==> config.mk <==
export PLATFORM = sky130hd
export DESIGN_NAME = throttle_ctrl
export DESIGN_NICKNAME = d
export VERILOG_FILES = /design/src/rtl/throttle_pkg.sv /design/src/rtl/occ_level_cmp.sv /design/src/rtl/hyst_latch.sv /design/src/rtl/throttle_ctrl.sv
export SDC_FILE = /design/constraint.sdc
export NUM_CORES = 1
export LEC_CHECK = 0
export BUFFER_PORTS_ARGS = -buffer_cell sky130_fd_sc_hd__buf_2
export CAP_MARGIN = 20
export CORE_MARGIN = 1.5
export CORE_UTILIZATION = 25
export CTS_CLUSTER_DIAMETER = 100
export CTS_CLUSTER_SIZE = 24
export DETAILED_ROUTE_END_ITERATION = 8
export MAX_ROUTING_LAYER = met4
export SLEW_MARGIN = 10
export SYNTH_ARGS = -nofsm -noshare
export SYNTH_HDL_FRONTEND = slang
export SYNTH_HIERARCHICAL = 1
export SYNTH_SLANG_ARGS = --single-unit
==> constraint.sdc <==
create_clock -name clk_i -period 1.2 [get_ports clk_i]
set_input_delay 0.18 -clock clk_i [delete_from_list [all_inputs] [get_ports clk_i]]
set_output_delay 0.18 -clock clk_i [all_outputs]
set_load 0.01 [all_outputs]
==> src/rtl/throttle_pkg.sv <==
package throttle_pkg;

  // Per-buffer level comparison results
  typedef struct packed {
    logic warn_hit;   // count at or above warning level
    logic warn_low;   // count at or below warning release level
    logic busy_hit;   // free room at or below one max event
    logic busy_low;   // count at or below busy release level
  } lvl_flags_t;

  function automatic int unsigned depth_frac(int unsigned depth,
                                             int unsigned num,
                                             int unsigned den);
    return (depth * num) / den;
  endfunction

endpackage

==> src/rtl/occ_level_cmp.sv <==
module occ_level_cmp
  import throttle_pkg::*;
#(
  parameter int unsigned OCC_W    = 11,
  parameter int unsigned WARN_ON  = 768,
  parameter int unsigned WARN_OFF = 64,
  parameter int unsigned BUSY_ON  = 896,
  parameter int unsigned BUSY_OFF = 512
) (
  input  logic [OCC_W-1:0] occ_i,
  output lvl_flags_t       flags_o
);

  localparam logic [OCC_W-1:0] WarnOn  = OCC_W'(WARN_ON);
  localparam logic [OCC_W-1:0] WarnOff = OCC_W'(WARN_OFF);
  localparam logic [OCC_W-1:0] BusyOn  = OCC_W'(BUSY_ON);
  localparam logic [OCC_W-1:0] BusyOff = OCC_W'(BUSY_OFF);

  always_comb begin
    flags_o.warn_hit = (occ_i >= WarnOn);
    flags_o.warn_low = (occ_i <= WarnOff);
    flags_o.busy_hit = (occ_i >= BusyOn);
    flags_o.busy_low = (occ_i <= BusyOff);
  end

endmodule

==> src/rtl/hyst_latch.sv <==
module hyst_latch (
  input  logic clk_i,
  input  logic rst_ni,
  input  logic set_i,
  input  logic clr_i,
  input  logic force_i,
  output logic nxt_o,
  output logic q_o
);

  logic q_d;
  logic q_q;

  // Raise or force wins over release; otherwise hold until release
  always_comb begin
    q_d = q_q;
    if (set_i || force_i) begin
      q_d = 1'b1;
    end else if (clr_i) begin
      q_d = 1'b0;
    end
  end

  always_ff @(posedge clk_i or negedge rst_ni) begin
    if (!rst_ni) begin
      q_q <= 1'b0;
    end else begin
      q_q <= q_d;
    end
  end

  assign nxt_o = q_d;
  assign q_o   = q_q;

  AST_SET_TAKES: assert property (@(posedge clk_i) disable iff (!rst_ni)
    (set_i || force_i) |=> q_o);
  AST_LATCH_HOLDS: assert property (@(posedge clk_i) disable iff (!rst_ni)
    (q_o && !clr_i) |=> q_o);
  AST_RISE_CAUSE: assert property (@(posedge clk_i) disable iff (!rst_ni)
    $rose(q_o) |-> $past(set_i || force_i));
  AST_FALL_CAUSE: assert property (@(posedge clk_i) disable iff (!rst_ni)
    $fell(q_o) |-> $past(clr_i && !set_i && !force_i));

endmodule

==> src/rtl/throttle_ctrl.sv <==
module throttle_ctrl
  import throttle_pkg::*;
#(
  parameter int unsigned NUM_BUF = 4,
  parameter int unsigned DEPTH   = 1024,
  parameter int unsigned MAX_EVT = 128,   // requires 2*MAX_EVT < DEPTH
  localparam int unsigned OCC_W  = $clog2(DEPTH + 1)
) (
  input  logic                     clk_i,
  input  logic                     rst_ni,
  input  logic [NUM_BUF*OCC_W-1:0] occ_i,
  output logic                     warn_o,
  output logic                     busy_o,
  output logic                     stop_o
);

  localparam int unsigned WarnOn  = depth_frac(DEPTH, 3, 4);
  localparam int unsigned WarnOff = depth_frac(DEPTH, 1, 16);
  localparam int unsigned BusyOn  = DEPTH - MAX_EVT;
  localparam int unsigned BusyOff = depth_frac(DEPTH, 1, 2);

  // Reset: asserted asynchronously, released on the clock
  logic [1:0] rst_sync_q;
  logic       rst_n;

  always_ff @(posedge clk_i or negedge rst_ni) begin
    if (!rst_ni) begin
      rst_sync_q <= 2'b00;
    end else begin
      rst_sync_q <= {rst_sync_q[0], 1'b1};
    end
  end

  assign rst_n = rst_sync_q[1];

  // Per-buffer compares
  lvl_flags_t flags [NUM_BUF];

  for (genvar g = 0; g < NUM_BUF; g++) begin : g_cmp
    occ_level_cmp #(
      .OCC_W   (OCC_W),
      .WARN_ON (WarnOn),
      .WARN_OFF(WarnOff),
      .BUSY_ON (BusyOn),
      .BUSY_OFF(BusyOff)
    ) i_cmp (
      .occ_i  (occ_i[g*OCC_W +: OCC_W]),
      .flags_o(flags[g])
    );
  end

  // Reduce: any buffer raises, all buffers must release
  logic warn_any_hit;
  logic warn_all_low;
  logic busy_any_hit;
  logic busy_all_low;

  always_comb begin
    warn_any_hit = 1'b0;
    warn_all_low = 1'b1;
    busy_any_hit = 1'b0;
    busy_all_low = 1'b1;
    for (int b = 0; b < NUM_BUF; b++) begin
      warn_any_hit = warn_any_hit | flags[b].warn_hit;
      warn_all_low = warn_all_low & flags[b].warn_low;
      busy_any_hit = busy_any_hit | flags[b].busy_hit;
      busy_all_low = busy_all_low & flags[b].busy_low;
    end
  end

  // Busy latch, then warning latch forced by busy
  logic busy_nxt;
  logic warn_nxt;
  logic busy_q;
  logic warn_q;

  hyst_latch i_busy (
    .clk_i  (clk_i),
    .rst_ni (rst_n),
    .set_i  (busy_any_hit),
    .clr_i  (busy_all_low),
    .force_i(1'b0),
    .nxt_o  (busy_nxt),
    .q_o    (busy_q)
  );

  hyst_latch i_warn (
    .clk_i  (clk_i),
    .rst_ni (rst_n),
    .set_i  (warn_any_hit),
    .clr_i  (warn_all_low),
    .force_i(busy_nxt),
    .nxt_o  (warn_nxt),
    .q_o    (warn_q)
  );

  // Upstream stop: its own register, fed from the busy next state
  logic stop_d;
  logic stop_q;

  always_comb begin
    stop_d = busy_nxt;
  end

  always_ff @(posedge clk_i or negedge rst_n) begin
    if (!rst_n) begin
      stop_q <= 1'b0;
    end else begin
      stop_q <= stop_d;
    end
  end

  assign warn_o = warn_q;
  assign busy_o = busy_q;
  assign stop_o = stop_q;

  AST_STOP_FOLLOWS_BUSY: assert property (@(posedge clk_i) disable iff (!rst_n)
    stop_o == busy_o);
  AST_BUSY_IMPLIES_WARN: assert property (@(posedge clk_i) disable iff (!rst_n)
    busy_o |-> warn_o);
  AST_RESET_QUIET: assert property (@(posedge clk_i)
    !rst_n |-> (!warn_o && !busy_o && !stop_o));
  AST_WARN_UNUSED_NXT: assert property (@(posedge clk_i) disable iff (!rst_n)
    warn_nxt |=> warn_o);

endmodule

# Word level (Yosys, flattened, before mapping)
# Index checks and enable logic that the tools add are counted.
[totals]
register_bits = 4
in_bits = 46
out_inout_bits = 3
elab_cells = 37
[op_classes]
magnitude_cmp = 16
mux = 4
bitwise_logic = 12
reduce_logical = 2
[ops]
columns = ["operator", "count"]
rows = [
  ["$ge A11 B10 Y1 const B", 8],
  ["$le A11 B10 Y1 const B", 4],
  ["$le A11 B7 Y1 const B", 4],
  ["$and A1 B1 Y1", 6],
  ["$or A1 B1 Y1", 6],
  ["$mux W1", 4],
  ["$reduce_bool A2 Y1", 1],
  ["$logic_or A1 B1 Y1", 1],
]

# Longest topological paths before layout
# Gate-level depths: netlist (run 1).
[depth]
word_depth = 8
ltp_mapped = 7
ltp_nobuf = 7

# Cells and area by module
# Netlist (run 1), hierarchy kept.
[by_module_without_submodules]
columns = ["mod", "instances", "cells_each", "area_per_inst_um2", "seq_area_each_um2"]
rows = [
  ["occ_level_cmp", 4, 10, 73.8, 0.0],
  ["throttle_ctrl", 1, 9, 115.1, 75.1],
  ["hyst_latch", 2, 4, 37.5, 25.0],
]

# Least setup slack after synthesis (run 1)
# Ideal clock, no wire load.
[synth_timing]
path_kind = "input to register"
start = "input occ_i[19]"
end = "register i_warn.q_q, in the netlist i_warn/q_o"
setup_time_ps = 122
t_arrival_ps = 1211
t_required_ps = 1078
slack_ps = -133
path_stages = 6
path_buffers = 0
path_cell_list = "a31o_2 -> or4_1 -> nor2_1 -> o21ai_1 -> nor2_1 -> o21ai_1"
[synth_between]
word_cells_on_any_way = 21
cone_classes = "order compare (4); mux (3); bitwise (12); reduce/logical (2)"
[synth_rtl]
columns = ["item", "line", "text"]
rows = [
  ["start: declaration", "throttle_ctrl.sv:11", "input logic [NUM_BUF*OCC_W-1:0] occ_i,"],
  ["$ge A11 B10 Y1", "occ_level_cmp.sv:22", "flags_o.busy_hit = (occ_i >= BusyOn);"],
  ["$or A1 B1 Y1 (3 in a row)", "throttle_ctrl.sv:66", "busy_any_hit = busy_any_hit | flags[b].busy_hit;"],
  ["net busy_any_hit", "throttle_ctrl.sv:55", "logic busy_any_hit;"],
  ["$mux W1", "hyst_latch.sv:17", "if (set_i || force_i) begin"],
  ["net busy_nxt", "throttle_ctrl.sv:72", "logic busy_nxt;"],
  ["$logic_or A1 B1 Y1", "hyst_latch.sv:17", ""],
  ["$mux W1", "hyst_latch.sv:17", ""],
  ["net warn_nxt", "throttle_ctrl.sv:73", "logic warn_nxt;"],
  ["end signal: assignment", "hyst_latch.sv:28", "q_q <= q_d;"],
  ["end: declaration", "hyst_latch.sv:12", "logic q_q;"],
]
# The timed path passes the listed nets, and every way through them passes these cells.
# A chain may end at the register's enable or synchronous reset.

==> flow_summary.ini, run 1 <==
[outcome]
status = finished with violations
failed_checks = negative setup slack

[routing]
drtAntennaViolNets = 0
firstDrtPassIters = 2
wl_mm = 1.53
route.detailed.drc = 0
via_per_inst = 4.65
wire_per_inst_um = 10.2
dr_total_vias = 697
drt_iter0_drc = 3

[floorplan]
io_pins = 49
rows = 15
initial_utilization = 0.272
die_h_um = 47.1
die-width_um = 47.1
die-area_sq_mm = 0.00222
core_sq_mm = 0.00178

[critical_path]
path_cells = buf_8 > a31o_4 > or4_4 > nor2_1 > o21ai_1 > nor2_1 > o21ai_1
cp.arrival_ns = 1.35
end_kind = flip-flop
crit_slowest_cell = or4_4
worstPathMaxFanout = 3
cp-start-kind = input port
path_class = in2reg
cp_slowest_stage_delay_ns = 0.51
required_ns = 1.32

[logic_synthesis]
ys_warn_count = 6
synth_adder_area_share = 0
synthMuxAreaShare = 0
synth_area_leader_cell = dfrtp_1
yosysSeqAreaShare = 0.258
synth_top_family_by_area = simple AND/OR/NAND/NOR gates
synthSimpleGateAreaFrac = 0.454
synth-seq-cells = 5
synth_nets = 103
yosysUniqueCellTypes = 14
syn_inst = 57
synth_top_area_frac = 0.258
syn-mean-instance-area_sq_um = 8.52
synth.cell_area_sq_um = 485
synth-xor-area-share = 0
synth_compound_area_frac = 0.258
ys_top_cells_by_area = dfrtp_1, nor4_2, nor3_1, a21o_2, a31o_2

[sta]
clock_skew_ns = 0.00172
timing.final.ws_setup_ns = -0.0338
rsz0062_at_grt = yes
holdWs_ns = 0.0367
fmax_mhz = 811
setup-violations-final = 3
period_share = 1.03
hold_viol = 0
slew_violations = 0
timing.final.crit_period_ns = 1.23
fin_tns_setup_ns = -0.0679

[place]
post-dp-hpwl_mm = 1.39
port_buffers = 48
post_dp_cell_area_sq_um = 870
globalplace.congestion = 0.714

[cts]
clk_latency_ns = 0.23
cts_made_buffers = 3
cts_sinks = 5
clk_pin_slew_ns = 0.04
htree_num_levels = 1
cts-root-buf = clkbuf_4
ctsLongestPathBuffers = 2
post-cts-setup-buffer-count = 0
cts_tree = yes

[worst_hold_path]
min_path_type = reg2async

[final_layout]
design_area_sq_um = 947
fillCellCount = 175
antenna_cells = 0
layout.nets = 172
area_delta_synth_final_pct = 95.1
drive_above_1_share = 0.664
fin_util = 0.531

[global_route]
antenna_found_initial = 0
grt_pass1_wl_mm = 2.24
grt_max_degree = 6
overflow = 0
grt_pass1_vias = 621
grt_usage = 0.144

[power_and_ir_drop]
vdd_drop_max_uv = 261
leakage_uw = 0.000442
power_density_mw_per_mm2 = 597
finalPower_uw = 565

[job]
cap_violations = 0
final timing paths:
path	startpoint	to	slack (ns)	cells past startpoint
min in group clk_i	rst_sync_q[0]	rst_sync_q[1]	0.35	0
worst min-delay path	rst_sync_q[1]	i_busy/q_o	0.04	0
worst min register to register	rst_sync_q[1]	i_busy/q_o	0.04	0
max in group asynchronous	rst_ni	rst_sync_q[1]	0.85	2
worst max register to register	i_busy/q_o	i_warn/q_o	0.41	4
worst max-delay path	occ_i[40]	i_warn/q_o	-0.03	7
cell type report:
type	instances	area [sq um]	share of cell area
clock buffers	4	26.3	0.0277
well taps	25	31.3	0.0330
repair buffers	64	392	0.413
flip-flops and latches	5	125	0.132
inverters	2	7.51	0.00793
multi-input cells	50	365	0.386
through the flow:
step,setup slack [ns],std cells
2_1_floorplan,0.0348,57
3_3_place_gp,-0.298,145
3_5_place_dp,-0.302,145
4_1_cts,-0.0153,150
5_1_grt,-0.108,150
6_report,-0.0338,150
cells in the mapped netlist:
master	count
nor2_1	6
nor3_1	8
conb_1	2
a21o_2	4
or4_1	2
inv_1	2
a31o_2	4
nor4_2	8
dfrtp_1	5
a31oi_1	4
o21ai_1	2
and4_1	2
o21ai_0	4
nand4_1	4
cell usage in the layout, fill, tap and decap left out:
master / n
o21ai_1: 2
a31o_4: 1
o21ai_0: 4
or4_4: 1
and4_1: 2
nor4_2: 8
buf_6: 3
a21o_2: 4
dlygate4sd3_1: 1
a31oi_1: 4
a31o_2: 3
buf_2: 44
dfrtp_1: 5
clkbuf_1: 1
nor3_1: 8
conb_1: 2
or4_1: 1
nor2_1: 6
inv_1: 2
clkbuf_4: 3
nand4_1: 4
buf_4: 15
buf_8: 1
report_power, final:
group          internal (uW)  leakage (uW)  switching, uW  total [uW]
logic                    124      0.000377           81.5         206
registers                173     0.0000495           2.18         175
clock network            125     0.0000150           59.6         185
sequential cells by signal, indices dropped and copies added, names as in the netlist:
| register | count |
|---|---|
| stop_o | 1 |
| i_warn/q_o | 1 |
| i_busy/q_o | 1 |
| rst_sync_q | 2 |
metal layers:
layer  part of all wire  track usage  up-vias  wire length [um]
li1                   -            -      366                 -
met1               0.43        0.161      305               654
met2               0.52        0.266       26               801
met3              0.046       0.0115        0                71
met4                  0       0.0500        0                 0
met5                  0            -        -                 0
timing repair:
action / 4_1_cts / 5_1_grt
setup endpoints to repair: 3 / 3
hold buffers: 1 / 0
endpoints found under the hold margin: 2 / 0
resized for setup: 8 / 2
pin swaps: 4 / 1
critical path, delay by kind of cell:
kind	cells	cell delay, ns
simple gates	3	0.69
buf+inv	1	0.10
compound gates	3	0.38
kinds of logic after synthesis:
| kind of cell | Yosys count |
|---|---|
| flops | 5 |
| buf+inv | 2 |
| other cells | 2 |
| compound gates | 18 |
| simple gates | 30 |
No activity file was read; power rests on OpenSTA's default activity.
==> run 2, diff against run 1 <==
--- a/config.mk
+++ b/config.mk
@@ -13,6 +13,7 @@
 export CTS_CLUSTER_SIZE = 24
 export DETAILED_ROUTE_END_ITERATION = 8
 export MAX_ROUTING_LAYER = met4
+export SETUP_SLACK_MARGIN = 0.2
 export SLEW_MARGIN = 10
 export SYNTH_ARGS = -nofsm -noshare
 export SYNTH_HDL_FRONTEND = slang
==> run 2 against run 1 <==
  * The flow still finishes with violations (negative setup slack)
  * Die area did not move
  * Power rose by 6.3%
  * First-iteration DRC count rose to 2.7 times the previous value
  * Sequential power barely moved
  * Utilization rose by 5.4 points
  * Global-route usage rose by 0.96 points
  * Final area rose by 10%
  * Via count rose by 5.3%
  * Register-to-register slack barely moved
  * Combinational power rose by 17%
  * Count of clock-buffer cells in the layout did not move
  * Critical endpoint unchanged
  * Highest routed layer unchanged
==> flow_summary.ini, run 2 (synthesis gave the netlist of run 1 again) <==
[outcome]
status = finished with violations
failed_checks = negative setup slack

[global_route]
grt.busiest_layer = met2
grt_usage = 0.154
antenna_found_initial = 0
grt_pass1_vias = 608
grt.met3_usage = 0.0115
grt_pass1_wl_mm = 2.43
grt_util_met1 = 0.198
grt_max_degree = 6
use_met2 = 0.271
overflow = 0

[power_and_ir_drop]
power_switching_share = 0.268
leakage_uw = 0.000471
clkPwrFrac = 0.309
power.share.sequential = 0.291
vdd_drop_max_uv = 554
p_switching_uw = 161
combPwrFrac = 0.399
power_density_mw_per_mm2 = 576
finalPower_uw = 601
p_int_uw = 440

[sta]
clock_skew_ns = 0.00729
fin_tns_setup_ns = -0.194
timing.final.ws_setup_ns = -0.0931
period_share = 1.08
hold_viol = 0
timing.final.crit_period_ns = 1.29
fmax_mhz = 773
rsz0062_at_grt = yes
holdWs_ns = 0.0480
slew_violations = 0
setup-violations-final = 3

[routing]
drtAntennaViolNets = 0
via_per_inst = 4.80
wire_per_inst_um = 10.9
route.detailed.drc = 0
drt_iter0_drc = 8
wl_mm = 1.67
dr_total_vias = 734
firstDrtPassIters = 4

[cts]
cts_made_buffers = 3
htree_num_levels = 1
cts_sinks = 5
ctsLongestPathBuffers = 2
clk_latency_ns = 0.23
cts_tree = yes
clk_pin_slew_ns = 0.05
cts-root-buf = clkbuf_4

[final_layout]
fin_util = 0.585
final_cell_mix = buf_2, buf_4, nor3_1
regMostFlops = rst_sync_q
largest_reg_flops = 2
fillCellCount = 157
design_area_sq_mm = 0.00104
area_delta_synth_final_pct = 115
layout.nets = 175
multi_input_area_sq_um = 420
drive_above_1_share = 0.688
register_area_sq_um = 125
antenna_cells = 0
layout_commonest_cell = buf_2

[critical_path]
cp-start-kind = input port
end_kind = flip-flop
cp.arrival_ns = 1.40
path_class = in2reg
required_ns = 1.31
worstPathMaxFanout = 2

[floorplan]
die_h_um = 47.1
core_sq_mm = 0.00178
initial_utilization = 0.272
die-area_sq_mm = 0.00222
rows = 15
die-width_um = 47.1
io_pins = 49

[worst_hold_path]
min_path_type = reg2async

[place]
post_dp_cell_area_sq_um = 920
globalplace.congestion = 0.687
port_buffers = 48
post-dp-hpwl_mm = 1.40

[job]
cap_violations = 0
-- run 2: changes by cell type in the layout (fill, tap and decap cells not counted), sizes merged --
cell	change
buf	+3
-- run 2: power by group through the flow --
stage	logic [uW]	registers [uW]	clock network, uW
floorplan	46.9	177	0
global placement	205	177	0
detailed placement	209	177	0
CTS	231	175	191
global route	260	176	199
finish	240	175	186
-- run 2: worst max-delay path, cell delays in order --
cell     delay [ns]
buf_6          0.10
a31o_4         0.23
or4_4          0.54
nor2_4         0.13
o21ai_2        0.06
nor2_1         0.09
o21ai_1        0.07
-- run 2: layout make-up --
| cell class | instances | share of cell area |
|---|---|---|
| Sequential cell | 5 | 0.120 |
| Clock buffer | 4 | 0.0252 |
| Timing Repair Buffer | 67 | 0.415 |
| Multi-Input combinational cell | 50 | 0.403 |
| Tap cell | 25 | 0.0300 |
| Inverter | 2 | 0.00719 |
-- run 2: through the flow --
step / std cells / worst slack (ns)
floorplan: 57 / 0.0671
global placement: 147 / -0.284
detailed placement: 147 / -0.331
CTS: 153 / -0.0493
global route: 153 / -0.151
finish: 153 / -0.0931
-- run 2: timing repair --
| action | in CTS | in global routing |
|---|---|---|
| resized for setup | 9 | 7 |
| buffers inserted | 1 | 0 |
| hold buffers | 1 | 0 |
| pin swaps | 7 | 7 |
| endpoints found under the hold margin | 2 | 0 |
| endpoints found under the setup margin | 3 | 3 |
-- run 2: worst paths after layout --
kind	to	slack [ns]	startpoint	cells after the start
min reg2reg	i_warn/q_o	0.05	rst_sync_q[1]	0
max reg2reg	i_warn/q_o	0.41	i_busy/q_o	4
max	i_warn/q_o	-0.09	occ_i[18]	7
max in group asynchronous	rst_sync_q[0]	0.81	rst_ni	2
min	i_warn/q_o	0.05	rst_sync_q[1]	0
min in group clk_i	rst_sync_q[1]	0.36	rst_sync_q[0]	0
-- run 2: routing by layer --
layer	wire, um	part of all wire	vias to the layer above
met4	0	0	0
met2	880	0.53	32
met5	0	0	-
met1	692	0.41	326
li1	-	-	376
met3	100	0.060	0
